<file path="config.mk">
export PLATFORM = sky130hd
export DESIGN_NAME = cfg_txn_ctrl
export DESIGN_NICKNAME = d
export VERILOG_FILES = /design/src/rtl/cfg_txn_pkg.sv /design/src/rtl/cfg_txn_regdec.sv /design/src/rtl/cfg_txn_seq.sv /design/src/rtl/cfg_txn_osc_bank.sv /design/src/rtl/cfg_txn_ctrl.sv
export SDC_FILE = /design/constraint.sdc
export NUM_CORES = 1
export LEC_CHECK = 0
export BUFFER_PORTS_ARGS = -buffer_cell sky130_fd_sc_hd__buf_4
export CAP_MARGIN = 40
export CORE_MARGIN = 1.5
export CORE_UTILIZATION = 55
export CTS_CLUSTER_DIAMETER = 40
export DETAILED_ROUTE_END_ITERATION = 6
export PLACE_DENSITY = 0.73
export SYNTH_ARGS = -nofsm -noshare
export SYNTH_HDL_FRONTEND = slang
export SYNTH_SLANG_ARGS = --single-unit
</file>
<file path="constraint.sdc">
create_clock -name clk -period 6.35 [get_ports clk]
set_clock_uncertainty 0.2 [all_clocks]
set_input_delay 0.635 -clock clk [delete_from_list [all_inputs] [get_ports clk]]
set_output_delay 0.635 -clock clk [all_outputs]
set_load 0.02 [all_outputs]
</file>
<file path="src/rtl/cfg_txn_pkg.sv">
package cfg_txn_pkg;

    localparam int DATA_W   = 32;
    localparam int ADDR_W   = 12;
    localparam int OSC_MAX  = 16;
    localparam int IDX_W    = $clog2(OSC_MAX);

    localparam logic [ADDR_W-1:0] OFS_RTN  = 12'hA0;
    localparam logic [ADDR_W-1:0] OFS_OUT  = 12'hA4;
    localparam logic [ADDR_W-1:0] OFS_CTRL = 12'hA8;
    localparam logic [ADDR_W-1:0] OFS_STAT = 12'hAC;

    localparam int DEV_LSB  = 0;
    localparam int DEV_W    = 12;
    localparam int FUNC_LSB = 20;
    localparam int FUNC_W   = 6;
    localparam int DIR_BIT  = 30;
    localparam int GO_BIT   = 31;

    localparam logic [DATA_W-1:0] CTRL_KEEP  = 32'h43F0_0FFF;
    localparam logic [DATA_W-1:0] CTRL_RESET = 32'h0010_0000;
    localparam logic [FUNC_W-1:0] FUNC_OSC   = 6'd1;

    typedef enum logic [1:0] {
        ST_IDLE = 2'b00,
        ST_OK   = 2'b01,
        ST_FAIL = 2'b11
    } txn_state_e;

endpackage

</file>
<file path="src/rtl/cfg_txn_regdec.sv">
module cfg_txn_regdec
    import cfg_txn_pkg::*;
#(
    parameter int N_OSC = 3
) (
    input  logic [ADDR_W-1:0] bus_addr,
    input  logic              bus_wr,
    input  logic [DATA_W-1:0] bus_wdata,
    input  logic [DATA_W-1:0] ctrl_q,
    input  logic [DATA_W-1:0] out_q,
    input  logic [DATA_W-1:0] rtn_q,
    input  logic [1:0]        stat_bits,
    output logic              ctrl_wr,
    output logic              out_wr,
    output logic              launch,
    output logic              dir_wr,
    output logic              txn_ok,
    output logic [IDX_W-1:0]  dev_idx,
    output logic [DATA_W-1:0] ctrl_next,
    output logic [DATA_W-1:0] bus_rdata
);
    localparam logic [DEV_W-1:0] DEV_LIMIT = DEV_W'(N_OSC);

    logic [DEV_W-1:0]  dev_full;
    logic [FUNC_W-1:0] func;

    always_comb begin
        ctrl_wr   = bus_wr && (bus_addr == OFS_CTRL);
        out_wr    = bus_wr && (bus_addr == OFS_OUT);
        launch    = ctrl_wr && bus_wdata[GO_BIT];
        dir_wr    = bus_wdata[DIR_BIT];
        dev_full  = bus_wdata[DEV_LSB +: DEV_W];
        func      = bus_wdata[FUNC_LSB +: FUNC_W];
        txn_ok    = (func == FUNC_OSC) && (dev_full < DEV_LIMIT);
        dev_idx   = dev_full[IDX_W-1:0];
        ctrl_next = bus_wdata & CTRL_KEEP;
    end

    always_comb begin
        unique case (bus_addr)
            OFS_RTN:  bus_rdata = rtn_q;
            OFS_OUT:  bus_rdata = out_q;
            OFS_CTRL: bus_rdata = ctrl_q;
            OFS_STAT: bus_rdata = {{(DATA_W-2){1'b0}}, stat_bits};
            default:  bus_rdata = '0;
        endcase
    end
endmodule

</file>
<file path="src/rtl/cfg_txn_seq.sv">
module cfg_txn_seq
    import cfg_txn_pkg::*;
(
    input  logic       clk,
    input  logic       rst_n,
    input  logic       ctrl_wr,
    input  logic       launch,
    input  logic       dir_wr,
    input  logic       txn_ok,
    output logic       osc_we,
    output logic       rtn_le,
    output logic [1:0] stat_bits
);
    txn_state_e state_q, state_d;

    always_ff @(posedge clk) begin
        if (!rst_n) state_q <= ST_IDLE;
        else        state_q <= state_d;
    end

    always_comb begin
        state_d = state_q;
        if (ctrl_wr) begin
            if (!launch)     state_d = ST_IDLE;
            else if (txn_ok) state_d = ST_OK;
            else             state_d = ST_FAIL;
        end
    end

    always_comb begin
        osc_we = launch && txn_ok && dir_wr;
        rtn_le = launch && txn_ok && !dir_wr;
        unique case (state_q)
            ST_IDLE: stat_bits = 2'b00;
            ST_OK:   stat_bits = 2'b01;
            ST_FAIL: stat_bits = 2'b11;
            default: stat_bits = 2'b00;
        endcase
    end
endmodule

</file>
<file path="src/rtl/cfg_txn_osc_bank.sv">
module cfg_txn_osc_bank
    import cfg_txn_pkg::*;
#(
    parameter int                        N_OSC    = 3,
    parameter logic [OSC_MAX*DATA_W-1:0] OSC_INIT = '0
) (
    input  logic              clk,
    input  logic              rst_n,
    input  logic              we,
    input  logic [IDX_W-1:0]  idx,
    input  logic [DATA_W-1:0] wdata,
    output logic [DATA_W-1:0] rdata
);
    logic [DATA_W-1:0] word_q [N_OSC];

    for (genvar g = 0; g < N_OSC; g++) begin : g_word
        always_ff @(posedge clk) begin
            if (!rst_n)
                word_q[g] <= OSC_INIT[g*DATA_W +: DATA_W];
            else if (we && (idx == IDX_W'(g)))
                word_q[g] <= wdata;
        end
    end

    always_comb begin
        rdata = '0;
        for (int k = 0; k < N_OSC; k++)
            if (idx == IDX_W'(k)) rdata = word_q[k];
    end
endmodule

</file>
<file path="src/rtl/cfg_txn_ctrl.sv">
module cfg_txn_ctrl
    import cfg_txn_pkg::*;
#(
    parameter int                        N_OSC    = 3,
    parameter logic [OSC_MAX*DATA_W-1:0] OSC_INIT =
        {{(OSC_MAX-3){32'h0}}, 32'd25_000_000, 32'd24_000_000, 32'd50_000_000}
) (
    input  logic        clk,
    input  logic        rst_n,
    input  logic [11:0] bus_addr,
    input  logic        bus_wr,
    input  logic [31:0] bus_wdata,
    output logic [31:0] bus_rdata
);
    logic [DATA_W-1:0] ctrl_q, out_q, rtn_q, ctrl_next, osc_rd;
    logic              ctrl_wr, out_wr, launch, dir_wr, txn_ok, osc_we, rtn_le;
    logic [IDX_W-1:0]  dev_idx;
    logic [1:0]        stat_bits;

    cfg_txn_regdec #(.N_OSC(N_OSC)) u_dec (
        .bus_addr(bus_addr), .bus_wr(bus_wr), .bus_wdata(bus_wdata),
        .ctrl_q(ctrl_q), .out_q(out_q), .rtn_q(rtn_q), .stat_bits(stat_bits),
        .ctrl_wr(ctrl_wr), .out_wr(out_wr), .launch(launch), .dir_wr(dir_wr),
        .txn_ok(txn_ok), .dev_idx(dev_idx), .ctrl_next(ctrl_next),
        .bus_rdata(bus_rdata)
    );

    cfg_txn_seq u_seq (
        .clk(clk), .rst_n(rst_n), .ctrl_wr(ctrl_wr), .launch(launch),
        .dir_wr(dir_wr), .txn_ok(txn_ok), .osc_we(osc_we), .rtn_le(rtn_le),
        .stat_bits(stat_bits)
    );

    cfg_txn_osc_bank #(.N_OSC(N_OSC), .OSC_INIT(OSC_INIT)) u_bank (
        .clk(clk), .rst_n(rst_n), .we(osc_we), .idx(dev_idx),
        .wdata(out_q), .rdata(osc_rd)
    );

    always_ff @(posedge clk) begin
        if (!rst_n) begin
            ctrl_q <= CTRL_RESET;
            out_q  <= '0;
            rtn_q  <= '0;
        end else begin
            if (ctrl_wr) ctrl_q <= ctrl_next;
            if (out_wr)  out_q  <= bus_wdata;
            if (rtn_le)  rtn_q  <= osc_rd;
        end
    end
endmodule

</file>
==> impl_results.md <==
* Number of fill cells at around 1,400
* Peak supply drop at between 0.15 and 0.2 mV
* Fin crit period at around 3.7 ns
* Post-synthesis cell count at just over 900
* Via/cell ratio at 6.142
* Num rows at 46
* Initial DRC count at just over 900
* CP Class: input pin to flop
* Largest family of logic cells by synthesized area: simple AND/OR/NAND/NOR gates
* Critical path endpoint category: flop
* Clock Sinks at 181
* Vias post-DR at about 7,300
* Core area at roughly 16,000 sq um
* Number of synthesized register bits at roughly 180
* Final setup viols at 0
* Port bufs at 78
* Hold Worst Slack at around 0.25 ns
* Worst Path Max Fanout at 39
* RD Place Congestion at 0.8015
* Total gr overflow at 0
* Post-Synth Simple-Gate Area at roughly 26%
* Clock-pin slew on the worst setup and hold paths at ~0.07 ns
* Post-DRT Antenna Nets at 0
* Pwr Total at approximately 2400 uW
* Post_cts resized at 0
* Non-filler cells, final at about 1,200
* Ys async rst share at 0%
* Most used DFF post-synth: edfxtp_1
* Worst-Margin Slew at between 0.8 and 0.9 ns
* Yosys warns at 0
* Max Cap Viol at 0
* Post-CTS Setup Bufs at 0
* H-tree level count at 4
* Top-level port count at 79
* Setup TNS at 0 ns
* CP Launch Type: input pin
* Post-synthesis mux area share at 10.58%
* Area share of fa/ha/maj cells after synthesis at 0%
* Sequential cell area fraction in the yosys report at 50.36%
* R2r setup slk at roughly 5 ns
* Post-synth cell types at 37
* Xor and xnor area share after synthesis at 0%
* Clock root buffer: clkbuf_16
* Final nets at ~1,000
* Fin crit share at about three fifths
* Slew HR at between 40 and 50%
* Worst skew pair latency at between 0.4 and 0.5 ns
* Diode count at 0
* Final core occ at roughly 65%
* Final Hold Fails at 0
* Static Leak at 0.003276 uW
* Initial antenna violation count at 0
* DRC Markers at 0
* First-pass GRT wire length at approximately 38 mm
* PD cells at roughly 230 nW/um^2
* Die W at approximately 130 um
* Synthesized area per cell at between 9 and 10 sq um
* DRT Pass-1 Iters at 5
* Netlist Area Pre-Place at around 9100 sq um
* Worst min-delay path class: input pin to flop
* Largest net degree at the start of global routing at just under 80
* Arrival time worst endpoint at roughly 3.6 ns
* Hold buffer count at cts at 0
* Clk buf depth at 2
* Area Overhead vs Synth at 13.44%
* Outcome: complete, no violations
* Vias in the first global route at approximately 6,600
* Req. time, crit path at ~6.3 ns
* Routed wire per std cell at 20.07 um
* Placed Instances at roughly 1,100
* Hpwl dp at roughly 15 mm
* Starting Density at 56.89%
* Fraction of layout cells with a size suffix above 1 at between 10% and 20%
* CTS tree: yes
* Die height at between 100 and 150 um
* Die area at ~17,000 sq um
* Post-synth EDFFs at 96
* Achievable Freq at 267.4 MHz
* Final Max Tran Viols at 0
* GR Util All Layers at 27.86%
* Unrepaired setup endpoints after global routing: no
* Synth Net Count at between 900 and 1,000
* Inserted Clock Buffers at 17
* Post-synthesis compound-gate area fraction at between 8 and 9%
* Final wirelength at 23.70 mm
## cell type report
cell class / instances / area [sq um] / area share [%]
clock buffer: 19 / 432.9 / 4.192
clock inverter: 13 / 100.1 / 0.9693
multi-input combinational: 652 / 4148 / 40.17
sequential: 181 / 4584 / 44.40
tap: 216 / 270.3 / 2.617
timing repair buffer: 100 / 790.8 / 7.658
## synth_stat cells, types with 2 or more instances
master       n  share of area, %
nand2_1    173               7.1
edfxtp_1    96                32
mux2i_1     94                10
dfxtp_1     85                19
clkbuf_1    74               3.1
nand3_1     69               3.8
nor2_1      62               2.6
a21boi_0    51               4.2
nor4_1      40               2.7
o2bb2ai_1   32               3.1
nand3b_1    20               1.6
nor3_1      20               1.1
nor4_2      18               2.5
a21oi_1     17              0.93
nand4_1     16               1.1
buf_2       13              0.71
nor4b_1     12               1.2
buf_1        6              0.25
nor2b_1      4              0.27
and3b_1      3              0.29
buf_4        3              0.25
buf_6        3              0.37
and4_1       2              0.19
nand2b_1     2              0.14
o31ai_1      2              0.16
o41ai_1      2              0.19
or2_2        2              0.14
or3_1        2              0.14
## cell families (layout without fill, tap and decap cells)
kind of cell,Yosys count,in the layout
buf+inv,99,132
simple gates,451,451
flops,181,181
mux,95,95
compound gates,106,106
## state kept, by name, indices dropped and copies added (netlist names)
signal	count
ctrl_q	19
u_bank.word_q	96
u_seq.state_q	2
rtn_q	32
out_q	32
## through the flow
stage / cell area (sq um) / setup WS, ns
finish: 10330 / 2.611
floorplan: 9102 / 0.4848
global route: 10330 / 2.473
global placement: 9731 / 2.224
detailed placement: 9793 / 2.199
CTS: 10330 / 2.655
## cells in the final DEF (no fill, tap or decap), types with 16 or more instances in the layout
| master | netlist | routed |
|---|---|---|
| dfxtp_1 | 85 | 85 |
| edfxtp_1 | 96 | 96 |
| nand2_1 | 173 | 173 |
| buf_4 | 3 | 97 |
| o2bb2ai_1 | 32 | 32 |
| nand4_1 | 16 | 16 |
| a21oi_1 | 17 | 17 |
| a21boi_0 | 51 | 51 |
| nand3_1 | 69 | 69 |
| mux2i_1 | 94 | 94 |
| nor3_1 | 20 | 20 |
| nor2_1 | 62 | 61 |
| nand3b_1 | 20 | 20 |
| nor4_2 | 18 | 18 |
| clkbuf_16 | 0 | 17 |
| nor4_1 | 40 | 40 |
## power by group
part / switching [uW] / total [uW] / internal (uW)
Clock: 466 / 973 / 507
Combinational: 96.7 / 154 / 57.3
Sequential: 8.84 / 1270 / 1260
## worst paths after layout
kind / cells after the start / endpoint / start
setup / recovery: 6 / u_bank.word_q[2][9]$_SDFFCE_PN0P_ / bus_addr[1]
hold / removal: 3 / out_q[29]$_SDFFE_PN0P_ / bus_wdata[29]
setup reg to reg: 2 / u_bank.word_q[1][12]$_SDFFCE_PN1P_ / out_q[12]$_SDFFE_PN0P_
hold reg to reg: 2 / rtn_q[15]$_SDFFE_PN0P_ / rtn_q[15]$_SDFFE_PN0P_
## critical path, stage by stage
cell and delay [ns]:
buf_4 0.11, or4b_1 0.60, or3_2 0.90, buf_4 0.41, o31ai_4 0.51, buf_4 0.45
## per-layer routing
metal	wire length (um)	vias to the layer above	GRT usage [%]
met5	0	-	0
met4	318	0	7.160
met3	2031	29	5.748
met2	10530	322	41.02
met1	10830	3482	41.77
li1	-	3421	-
Note: power is estimated with default switching activity, not from simulation.
